## config.mk

```make
export PLATFORM = sky130hd
export DESIGN_NAME = bytemove_dma
export DESIGN_NICKNAME = d
export VERILOG_FILES = /design/src/rtl/bytemove_pkg.sv /design/src/rtl/bytemove_chregs.sv /design/src/rtl/bytemove_pick.sv /design/src/rtl/bytemove_xfer.sv /design/src/rtl/bytemove_dma.sv
export SDC_FILE = /design/constraint.sdc
export NUM_CORES = 1
export LEC_CHECK = 0
export BUFFER_PORTS_ARGS = -buffer_cell sky130_fd_sc_hd__buf_2
export CORE_MARGIN = 5
export CORE_UTILIZATION = 56
export DETAILED_ROUTE_END_ITERATION = 6
export PLACE_DENSITY = 0.81
export SLEW_MARGIN = 20
export SYNTH_ARGS = -nofsm -noshare
export SYNTH_HDL_FRONTEND = slang
export SYNTH_SLANG_ARGS = --single-unit
```

## constraint.sdc

```tcl
create_clock -name clk -period 2.8 [get_ports clk]
set_input_delay 0.56 -clock clk [delete_from_list [all_inputs] [get_ports clk]]
set_output_delay 0.56 -clock clk [all_outputs]
set_load 0.03 [all_outputs]
```

## src/rtl/bytemove_pkg.sv

```systemverilog
package bytemove_pkg;

  localparam int ADR_W  = 16;
  localparam int BANK_W = 8;
  localparam int DW     = 8;
  localparam int MEM_AW = ADR_W + BANK_W;

  // setup field codes
  typedef enum logic [2:0] {
    FLD_CTRL  = 3'd0,
    FLD_PLOW  = 3'd1,
    FLD_ADR_L = 3'd2,
    FLD_ADR_H = 3'd3,
    FLD_BANK  = 3'd4,
    FLD_CNT_L = 3'd5,
    FLD_CNT_H = 3'd6
  } fld_e;

  typedef struct packed {
    logic       to_mem;  // 1: peripheral -> memory
    logic       hold;    // keep memory offset fixed
    logic       down;    // step offset downward
    logic [2:0] pat;     // peripheral offset pattern
  } ctrl_t;

  typedef enum logic [1:0] {
    ST_IDLE,
    ST_ISSUE,
    ST_RD,
    ST_WR
  } st_e;

  // peripheral offset for position pos within the repeating pattern
  function automatic logic [1:0] pat_off(input logic [2:0] pat, input logic [1:0] pos);
    case (pat)
      3'b001:  return {1'b0, pos[0]};
      3'b011:  return {1'b0, pos[1]};
      3'b100:  return pos;
      default: return 2'd0;
    endcase
  endfunction

endpackage

```

## src/rtl/bytemove_chregs.sv

```systemverilog
module bytemove_chregs
  import bytemove_pkg::*;
#(
  parameter int CNT_W = 16
) (
  input  logic              clk,
  input  logic              rst,
  input  logic              wr_en,
  input  fld_e              fld,
  input  logic [DW-1:0]     wdata,
  output ctrl_t             ctrl,
  output logic [7:0]        plow,
  output logic [ADR_W-1:0]  addr,
  output logic [BANK_W-1:0] bank,
  output logic [CNT_W-1:0]  cnt
);

  always_ff @(posedge clk) begin
    if (rst) begin
      ctrl <= '0;
      plow <= '0;
      addr <= '0;
      bank <= '0;
      cnt  <= '0;
    end else if (wr_en) begin
      case (fld)
        FLD_CTRL: begin
          ctrl.to_mem <= wdata[7];
          ctrl.hold   <= wdata[4];
          ctrl.down   <= wdata[3];
          ctrl.pat    <= wdata[2:0];
        end
        FLD_PLOW:  plow          <= wdata;
        FLD_ADR_L: addr[7:0]     <= wdata;
        FLD_ADR_H: addr[15:8]    <= wdata;
        FLD_BANK:  bank          <= wdata;
        FLD_CNT_L: cnt[7:0]      <= wdata;
        FLD_CNT_H: cnt[CNT_W-1:8] <= wdata[CNT_W-9:0];
        default: ;
      endcase
    end
  end

endmodule

```

## src/rtl/bytemove_pick.sv

```systemverilog
module bytemove_pick #(
  parameter int N  = 8,
  parameter int IW = 3
) (
  input  logic [N-1:0]  req,
  output logic          any,
  output logic [IW-1:0] idx
);

  always_comb begin
    any = |req;
    idx = '0;
    for (int i = N - 1; i >= 0; i--) begin
      if (req[i]) idx = IW'(i);
    end
  end

endmodule

```

## src/rtl/bytemove_xfer.sv

```systemverilog
module bytemove_xfer
  import bytemove_pkg::*;
#(
  parameter int          CNT_W    = 16,
  parameter int          CH_W     = 3,
  parameter logic [7:0]  PER_PAGE = 8'h21
) (
  input  logic              clk,
  input  logic              rst,
  input  logic              start,
  input  logic [CH_W-1:0]   start_ch,
  input  ctrl_t             ld_ctrl,
  input  logic [7:0]        ld_plow,
  input  logic [ADR_W-1:0]  ld_addr,
  input  logic [BANK_W-1:0] ld_bank,
  input  logic [CNT_W-1:0]  ld_cnt,
  output logic              idle,
  output logic              done,
  output logic [CH_W-1:0]   done_ch,
  output logic              mem_req,
  output logic              mem_we,
  output logic [MEM_AW-1:0] mem_addr,
  output logic [DW-1:0]     mem_wdata,
  input  logic              mem_ack,
  input  logic [DW-1:0]     mem_rdata,
  output logic              per_req,
  output logic              per_we,
  output logic [15:0]       per_addr,
  output logic [DW-1:0]     per_wdata,
  input  logic              per_ack,
  input  logic [DW-1:0]     per_rdata
);

  localparam logic [CNT_W:0] FULL = {1'b1, {CNT_W{1'b0}}};

  st_e               st_q;
  logic [CH_W-1:0]   ch_q;
  ctrl_t             ctrl_q;
  logic [7:0]        plow_q;
  logic [ADR_W-1:0]  addr_q;
  logic [BANK_W-1:0] bank_q;
  logic [CNT_W:0]    left_q;
  logic [1:0]        pos_q;

  logic              rd_ack, wr_ack, last;
  logic [DW-1:0]     rd_data;
  logic [15:0]       per_cur;
  logic [MEM_AW-1:0] mem_cur;
  logic [ADR_W-1:0]  addr_nxt;

  assign rd_ack  = ctrl_q.to_mem ? per_ack   : mem_ack;
  assign wr_ack  = ctrl_q.to_mem ? mem_ack   : per_ack;
  assign rd_data = ctrl_q.to_mem ? per_rdata : mem_rdata;
  assign per_cur = {PER_PAGE, plow_q + {6'd0, pat_off(ctrl_q.pat, pos_q)}};
  assign mem_cur = {bank_q, addr_q};
  assign last    = (left_q == {{CNT_W{1'b0}}, 1'b1});

  always_comb begin
    if (ctrl_q.hold)      addr_nxt = addr_q;
    else if (ctrl_q.down) addr_nxt = addr_q - 1'b1;
    else                  addr_nxt = addr_q + 1'b1;
  end

  assign idle    = (st_q == ST_IDLE);
  assign done    = (st_q == ST_WR) && wr_ack && last;
  assign done_ch = ch_q;

  always_ff @(posedge clk) begin
    if (rst) begin
      st_q      <= ST_IDLE;
      ch_q      <= '0;
      ctrl_q    <= '0;
      plow_q    <= '0;
      addr_q    <= '0;
      bank_q    <= '0;
      left_q    <= '0;
      pos_q     <= '0;
      mem_req   <= 1'b0;
      mem_we    <= 1'b0;
      mem_addr  <= '0;
      mem_wdata <= '0;
      per_req   <= 1'b0;
      per_we    <= 1'b0;
      per_addr  <= '0;
      per_wdata <= '0;
    end else begin
      case (st_q)
        ST_IDLE: begin
          if (start) begin
            ch_q   <= start_ch;
            ctrl_q <= ld_ctrl;
            plow_q <= ld_plow;
            addr_q <= ld_addr;
            bank_q <= ld_bank;
            left_q <= (ld_cnt == '0) ? FULL : {1'b0, ld_cnt};
            pos_q  <= '0;
            st_q   <= ST_ISSUE;
          end
        end
        ST_ISSUE: begin
          if (ctrl_q.to_mem) begin
            per_req  <= 1'b1;
            per_we   <= 1'b0;
            per_addr <= per_cur;
          end else begin
            mem_req  <= 1'b1;
            mem_we   <= 1'b0;
            mem_addr <= mem_cur;
          end
          st_q <= ST_RD;
        end
        ST_RD: begin
          if (rd_ack) begin
            if (ctrl_q.to_mem) begin
              per_req   <= 1'b0;
              mem_req   <= 1'b1;
              mem_we    <= 1'b1;
              mem_addr  <= mem_cur;
              mem_wdata <= rd_data;
            end else begin
              mem_req   <= 1'b0;
              per_req   <= 1'b1;
              per_we    <= 1'b1;
              per_addr  <= per_cur;
              per_wdata <= rd_data;
            end
            st_q <= ST_WR;
          end
        end
        ST_WR: begin
          if (wr_ack) begin
            mem_req <= 1'b0;
            per_req <= 1'b0;
            addr_q  <= addr_nxt;
            pos_q   <= pos_q + 1'b1;
            left_q  <= left_q - 1'b1;
            st_q    <= last ? ST_IDLE : ST_ISSUE;
          end
        end
        default: st_q <= ST_IDLE;
      endcase
    end
  end

endmodule

```

## src/rtl/bytemove_dma.sv

```systemverilog
module bytemove_dma
  import bytemove_pkg::*;
#(
  parameter int         N_CH     = 8,
  parameter int         CNT_W    = 16,
  parameter logic [7:0] PER_PAGE = 8'h21,
  localparam int        CH_W     = (N_CH > 1) ? $clog2(N_CH) : 1
) (
  input  logic              clk,
  input  logic              rst,
  input  logic              cfg_we,
  input  logic [CH_W-1:0]   cfg_ch,
  input  logic [2:0]        cfg_fld,
  input  logic [7:0]        cfg_wdata,
  input  logic              go_we,
  input  logic [N_CH-1:0]   go_mask,
  output logic              busy,
  output logic [N_CH-1:0]   pend,
  output logic              mem_req,
  output logic              mem_we,
  output logic [23:0]       mem_addr,
  output logic [7:0]        mem_wdata,
  input  logic              mem_ack,
  input  logic [7:0]        mem_rdata,
  output logic              per_req,
  output logic              per_we,
  output logic [15:0]       per_addr,
  output logic [7:0]        per_wdata,
  input  logic              per_ack,
  input  logic [7:0]        per_rdata
);

  ctrl_t             ctrl_a [N_CH];
  logic [7:0]        plow_a [N_CH];
  logic [ADR_W-1:0]  addr_a [N_CH];
  logic [BANK_W-1:0] bank_a [N_CH];
  logic [CNT_W-1:0]  cnt_a  [N_CH];

  for (genvar i = 0; i < N_CH; i++) begin : g_ch
    bytemove_chregs #(.CNT_W(CNT_W)) u_regs (
      .clk   (clk),
      .rst   (rst),
      .wr_en (cfg_we && (cfg_ch == CH_W'(i))),
      .fld   (fld_e'(cfg_fld)),
      .wdata (cfg_wdata),
      .ctrl  (ctrl_a[i]),
      .plow  (plow_a[i]),
      .addr  (addr_a[i]),
      .bank  (bank_a[i]),
      .cnt   (cnt_a[i])
    );
  end

  logic [N_CH-1:0] pend_q, clr;
  logic            any, idle, done;
  logic [CH_W-1:0] sel, done_ch;

  bytemove_pick #(.N(N_CH), .IW(CH_W)) u_pick (
    .req (pend_q),
    .any (any),
    .idx (sel)
  );

  bytemove_xfer #(.CNT_W(CNT_W), .CH_W(CH_W), .PER_PAGE(PER_PAGE)) u_xfer (
    .clk       (clk),
    .rst       (rst),
    .start     (idle && any),
    .start_ch  (sel),
    .ld_ctrl   (ctrl_a[sel]),
    .ld_plow   (plow_a[sel]),
    .ld_addr   (addr_a[sel]),
    .ld_bank   (bank_a[sel]),
    .ld_cnt    (cnt_a[sel]),
    .idle      (idle),
    .done      (done),
    .done_ch   (done_ch),
    .mem_req   (mem_req),
    .mem_we    (mem_we),
    .mem_addr  (mem_addr),
    .mem_wdata (mem_wdata),
    .mem_ack   (mem_ack),
    .mem_rdata (mem_rdata),
    .per_req   (per_req),
    .per_we    (per_we),
    .per_addr  (per_addr),
    .per_wdata (per_wdata),
    .per_ack   (per_ack),
    .per_rdata (per_rdata)
  );

  always_comb begin
    clr = '0;
    if (done) clr[done_ch] = 1'b1;
  end

  always_ff @(posedge clk) begin
    if (rst) pend_q <= '0;
    else     pend_q <= (pend_q & ~clr) | (go_we ? go_mask : '0);
  end

  assign pend = pend_q;
  assign busy = |pend_q;

endmodule

```

Word level (Yosys, flattened, before mapping)

Index checks and enable logic that the tools add are counted.

$add $sub $neg: 5
$lt $le $gt $ge: 3
Equal/unequal tests: 28
Multiplexer cells: 71
Bitwise logic cells: 5
Reductions and logical operators: 86

Operators by type and width:

| kind                    | number |
|---|---|
| $mux W16                | 11 |
| $reduce_and A2 Y1       | 57 |
| $bmux W16 S3            | 2 |
| $mux W24                | 3 |
| $pmux W16 S2            | 2 |
| $mux W8                 | 7 |
| $mux W17                | 3 |
| $bmux W8 S3             | 2 |
| $pmux W24 S2            | 1 |
| $pmux W17 S2            | 1 |
| $eq A3 B3 Y1 const B    | 8 |
| $mux W3                 | 8 |
| $reduce_and A4 Y1       | 5 |
| $bmux W6 S3             | 1 |
| $eq A17 B1 Y1 const B   | 1 |
| $sub A17 B1 Y17 const B | 1 |
| $add A16 B1 Y16 const B | 1 |
| $logic_not A16 Y1       | 1 |
| $sub A16 B1 Y16 const B | 1 |
| $eq A3 B2 Y1 const B    | 5 |
| $mux W1                 | 15 |
| $logic_and A1 B1 Y1     | 12 |
| $mux W6                 | 2 |
| $reduce_and A3 Y1       | 4 |
| other kinds (27)        | 44 |

Flip-flop bits (word level): 562
Input bits: 44
Output and inout port bits: 69
Word-level logic and storage cells: 298

Longest topological paths before layout

Depth in word-level cells: 16
Mapped depth: 11
Mapped depth without buffers: 10

Modules after synthesis

A second synthesis with hierarchy kept.

Cells, all modules: 2560
Area, all modules: 26908.3 µm²

Modules (own cells, without submodules):

| module          | instances | cells each | area an instance (µm²) | sequential area each (µm²) |
|---|---|---|---|---|
| bytemove_chregs | 8         | 192        | 2165.8                 | 1081.0 |
| bytemove_xfer   | 1         | 763        | 5895.7                 | 2302.2 |
| bytemove_dma    | 1         | 248        | 3604.7                 | 160.2 |
| bytemove_pick   | 1         | 13         | 81.3                   | 0.0 |

Worst setup path before layout

Ideal clock, no wire load.

Path kind: register to register
Start: register pend_q[3], in the netlist pend[3]
End: register u_xfer.left_q[7]
Library setup time: 136 ps
Arrival: 3028 ps
Required time: 2664 ps
Path slack: -364 ps
Cell stages (with the launch flop): 11
Path buffers: 3
Clock period less this slack: 3164 ps
Cells stage by stage: dfxtp_1 > or4_4 > nor2_4 > buf_6 > buf_6 > mux4_2 > mux2i_1 > nand4_1 > o41ai_4 > buf_6 > o32ai_1

Word-level cells in the longest chain between the ends: 12
Elaborated cells between the ends (all ways): 16
Those cells by class: eq/ne: 1; mux: 10; bitwise: 1; reduce/logical: 4

Ends and longest elaborated chain:

| element                                     | RTL line             | source |
|---|---|---|
| start: declaration                          | bytemove_dma.sv:54   | `logic [N_CH-1:0] pend_q, clr;` |
| start signal: assignment                    | bytemove_dma.sv:98   | `else pend_q <= (pend_q & ~clr) \| (go_we ? go_mask : '0);` |
| $mux W3 (4 in a row)                        | bytemove_pick.sv:14  | `if (req[i]) idx = IW'(i);` |
| $not A3 Y4 (not written as such)            | bytemove_dma.sv:73   | `.ld_cnt (cnt_a[sel]),` |
| $bmux W16 S3                                | bytemove_dma.sv:73   |  |
| $mux W16 (not written as such) (2 in a row) | bytemove_dma.sv:73   |  |
| $logic_not A16 Y1                           | bytemove_xfer.sv:95  | `left_q <= (ld_cnt == '0) ? FULL : {1'b0, ld_cnt};` |
| $mux W17                                    | bytemove_xfer.sv:95  |  |
| $mux W17                                    | bytemove_xfer.sv:89  | `if (start) begin` |
| $pmux W17 S2                                | bytemove_xfer.sv:87  | `case (st_q)` |
| end signal: assignment                      | bytemove_xfer.sv:95  |  |
| end signal: assignment                      | bytemove_xfer.sv:136 | `left_q <= left_q - 1'b1;` |
| end: declaration                            | bytemove_xfer.sv:42  | `logic [CNT_W:0] left_q;` |

Several ways; a longest one is shown, not always the timed one. The select of a mux whose other input is x is not followed.
A chain may end at the register's enable or synchronous reset.

Worst setup path in the final report

Start: register pend_q[3], in the netlist pend[3]
End: register u_xfer.left_q[4]

Same word-level chain as after synthesis.

==> summary.md <==
| Metric | Value |
|---|---|
| Average via count per standard cell | 6.203 |
| GRT overflow | 0 |
| Tcrit/Tclk final | 109.1% |
| Fill cells | approximately 3300 |
| Number of setup buffers added after CTS | 0 |
| Port Buf Inserts | 106 |
| Avg Cell Area, Syn | 8.919 um2 |
| Initial Util | 56.46% |
| Die width | 220.7 um |
| Syn Inst Count | roughly 2800 |
| Finished Core Util | 65.20% |
| Largest buffer count on any clock path | 3 |
| First-pass GRT wire length | 114400 um |
| CORE AREA | 44030 um2 |
| Multi-input logic area | about 13000 um2 |
| PwrDens | about 700 nW/um2 |
| EDFF count, synth | 0 |
| Rows | 77 |
| R2R setup slack | -250 ps |
| Via Count | ~22000 |
| CP required | roughly 3300 ps |
| Place WS | -221.4 ps |
| Tot GR Track Use | 29.00% |
| Max H-tree Level | 2 |
| RSZ-0062 raised after global routing | yes |
| Final Setup Violations | 14 |
| First-pass DRT Iterations | 6 |
| Fraction of layout cells with a size suffix above 1 | 15.99% |
| Final wirelength | 71890 um |
| Top Ports | 113 |
| Clock skew | around 23 ps |
| CTS Root Cell | clkbuf_16 |
| Final WS setup | -254.1 ps |
| Die Height | 220.7 um |
| Max Slew Vio Count | 0 |
| Drt drc | 0 |
| Routed len/inst | 20.46 um |
| Rel. slew slack | 29.02% |
| Total CTS buffers | between 50 and 60 |
| Cts hold-fix bufs | 0 |
| CTS Sinks | 555 |
| Post-synthesis instance area | 24860 um2 |
| Result of the run | finished, violations left |
| CP endpoint kind | flip-flop |
| #FFs+latches synth | around 560 |
| Critical path class | reg -> reg |
| Fraction of registers with async set/reset | 0% |
| Sequential share of the synthesized area | about 45% |
| Yosys Warn Count | 0 |
| Setup crit start kind | flip-flop |
| Final hold vios | 0 |
| Detailed Place HPWL | 46550 um |
| Routability congestion estimate | 0.8988 |
| Antenna Nets Post-Route | 0 |
| Area Growth Syn to Fin | 15.49% |
| Peak supply drop | 495.9 uV |
| Worst Tran Pin Value | roughly 1100 ps |
| Top_reg_cell synth | dfxtp_1 |
| Crit path max fanout | 16 |
| Yosys cell types | 71 |
| Initial antenna violation count | 4 |
| Total of max-cap violations | 0 |
| Die area | 48700 um2 |
| Clk slew on worst S/H paths | 70 ps |
| Leak | between 10 and 15 nW |
| TritonCTS clock tree | built |
| Clock latency on the worst-skew pair | 630 ps |
| Vias in the first global route | 21600 |
| Final Critical Period | roughly 3000 ps |
| Drt first-iter violations | approximately 2400 |
| Storage cell area | 11120 um2 |
| Highest clock rate | 0.3274 GHz |
| Largest net degree at the start of global routing | 96 |
| Worst Path Arrival | approximately 3500 ps |
| Layout Nets | approximately 2900 |
| Failing checks | negative setup slack |
| Class of the worst hold path | in -> reg |
-- synthesized netlist by cell type (all sizes together) (21+ instances only) --
| cell type | count | share of area, % |
|---|---|---|
| dfxtp | 555 | 45 |
| nand2 | 431 | 6.5 |
| nor2 | 358 | 5.4 |
| mux2i | 296 | 12 |
| a21oi | 272 | 5.5 |
| nand3 | 214 | 4.3 |
| clkbuf | 198 | 3.0 |
| mux4 | 77 | 7.0 |
| buf | 37 | 0.87 |
| o21ai | 30 | 0.62 |
| a211oi | 28 | 0.85 |
| a22oi | 26 | 0.79 |
| ha | 22 | 1.1 |
| a311oi | 21 | 0.74 |
| nor3 | 21 | 0.42 |
-- sequential cells by signal (all words and copies together), names as in the netlist, 2 cells and up --
signal,flops
pend,8
u_xfer.pos_q,2
u_xfer.plow_q,8
g_ch.u_regs.bank,64
g_ch.u_regs.cnt,128
u_xfer.bank_q,8
u_xfer.per_addr,9
u_xfer.st_q,2
g_ch.u_regs.plow,64
g_ch.u_regs.addr,128
g_ch.u_regs.ctrl,48
u_xfer.addr_q,16
u_xfer.left_q,17
u_xfer.mem_wdata,8
u_xfer.ctrl_q,6
u_xfer.mem_addr,24
u_xfer.done_ch,3
u_xfer.per_wdata,8
-- power breakdown --
part	internal [mW]	switching (mW)	leakage [nW]
combinational	1.31	2.64	5.07
sequential	8.13	0.218	4.48
clock	4.67	3.19	0.952
-- metrics by stage --
step                cells  hold slack (ps)  instance area, um2  total power [mW]  setup TNS (ps)
floorplan            2792            431.5               24880             10.98           -3794
global placement     3413            438.2               26700             12.21           -2508
detailed placement   3413            443.1               26700             12.33           -2833
CTS                  3512            161.9               28650             20.14           -2815
global route         3513            181.0               28710             20.91           -5256
finish               3513            186.9               28710             20.16           -3322
-- cell usage in the layout, fill, tap and decap left out, types with 8 or more instances in the layout --
cell type  netlist  layout
a211oi_1        28      28
a21boi_0        15      15
a21oi_1        272     272
a22oi_1         26      25
a311o_1          8       8
a311oi_1        21      21
and3_1          10      10
buf_12           0      20
buf_2           11     105
buf_4            9     132
clkbuf_1       198       8
clkbuf_16        0      55
clkbuf_8         0      15
dfxtp_1        555     551
ha_1            22      21
inv_1           15      15
mux2i_1        296     294
mux4_2          74      74
nand2_1        431     430
nand3_1        214     214
nor2_1         357     355
nor3_1          21      18
nor4_1           8       8
o211ai_1        10      10
o21ai_0         27      25
o32ai_1         13      13
xnor2_1         11      11
-- critical path: stages, from the launching register on --
cell and delay (ps):
dfxtp_4 350, or4_4 560, nor2_4 150, buf_12 190, buf_4 180, mux4_2 510, mux2i_2 200, nand4_1 190
o41ai_4 260, buf_6 200, o32ai_1 100
-- repair_timing --
action,4_1_cts,5_1_grt
pin swaps,0,2
endpoints found under the setup margin,16,21
gates resized for setup,3,14
-- worst paths after layout --
| kind | startpoint | endpoint | depth (start not counted) |
|---|---|---|---|
| setup / recovery | pend[3] | u_xfer.left_q[4] | 10 |
| hold / removal | per_rdata[6] | u_xfer.mem_wdata[6] | 3 |
| setup reg to reg | pend[3] | u_xfer.left_q[4] | 10 |
| hold reg to reg | u_xfer.per_wdata[2] | u_xfer.per_wdata[2] | 2 |
-- layer usage --
metal / global-route usage, % / vias up / share of wire (%)
met5: 0 / - / 0.039
met4: 14.06 / 4 / 4.9
met3: 6.362 / 281 / 9.7
met2: 47.41 / 1135 / 47
met1: 36.62 / 10430 / 39
li1: - / 9939 / -
-- kinds of logic (layout without fill, tap and decap cells) --
logic type | Yosys count | after routing | share of synthesized area [%]
DFF | 555 | 555 | 44.70
and+or+nand+nor | 1101 | 1101 | 18.84
muxes | 375 | 375 | 19.03
adders and majority gates | 24 | 24 | 1.268
xor gates and xnor gates | 16 | 16 | 0.5638
buffers and inverters | 251 | 379 | 4.102
other | 1 | 7 | 0.01509
AOI/OAI and AO/OA | 464 | 464 | 11.48
-- area by class of cell --
cell class | count | area share (%)
clock buffer | 78 | 5.618
inverter | 16 | 0.2092
timing repair buffer | 264 | 7.022
sequential | 555 | 38.74
tap | 592 | 2.580
clock inverter | 21 | 1.142
multi-input combinational | 1986 | 44.68
antenna | 1 | 0.008717
Note: power is estimated with default switching activity, not from simulation.
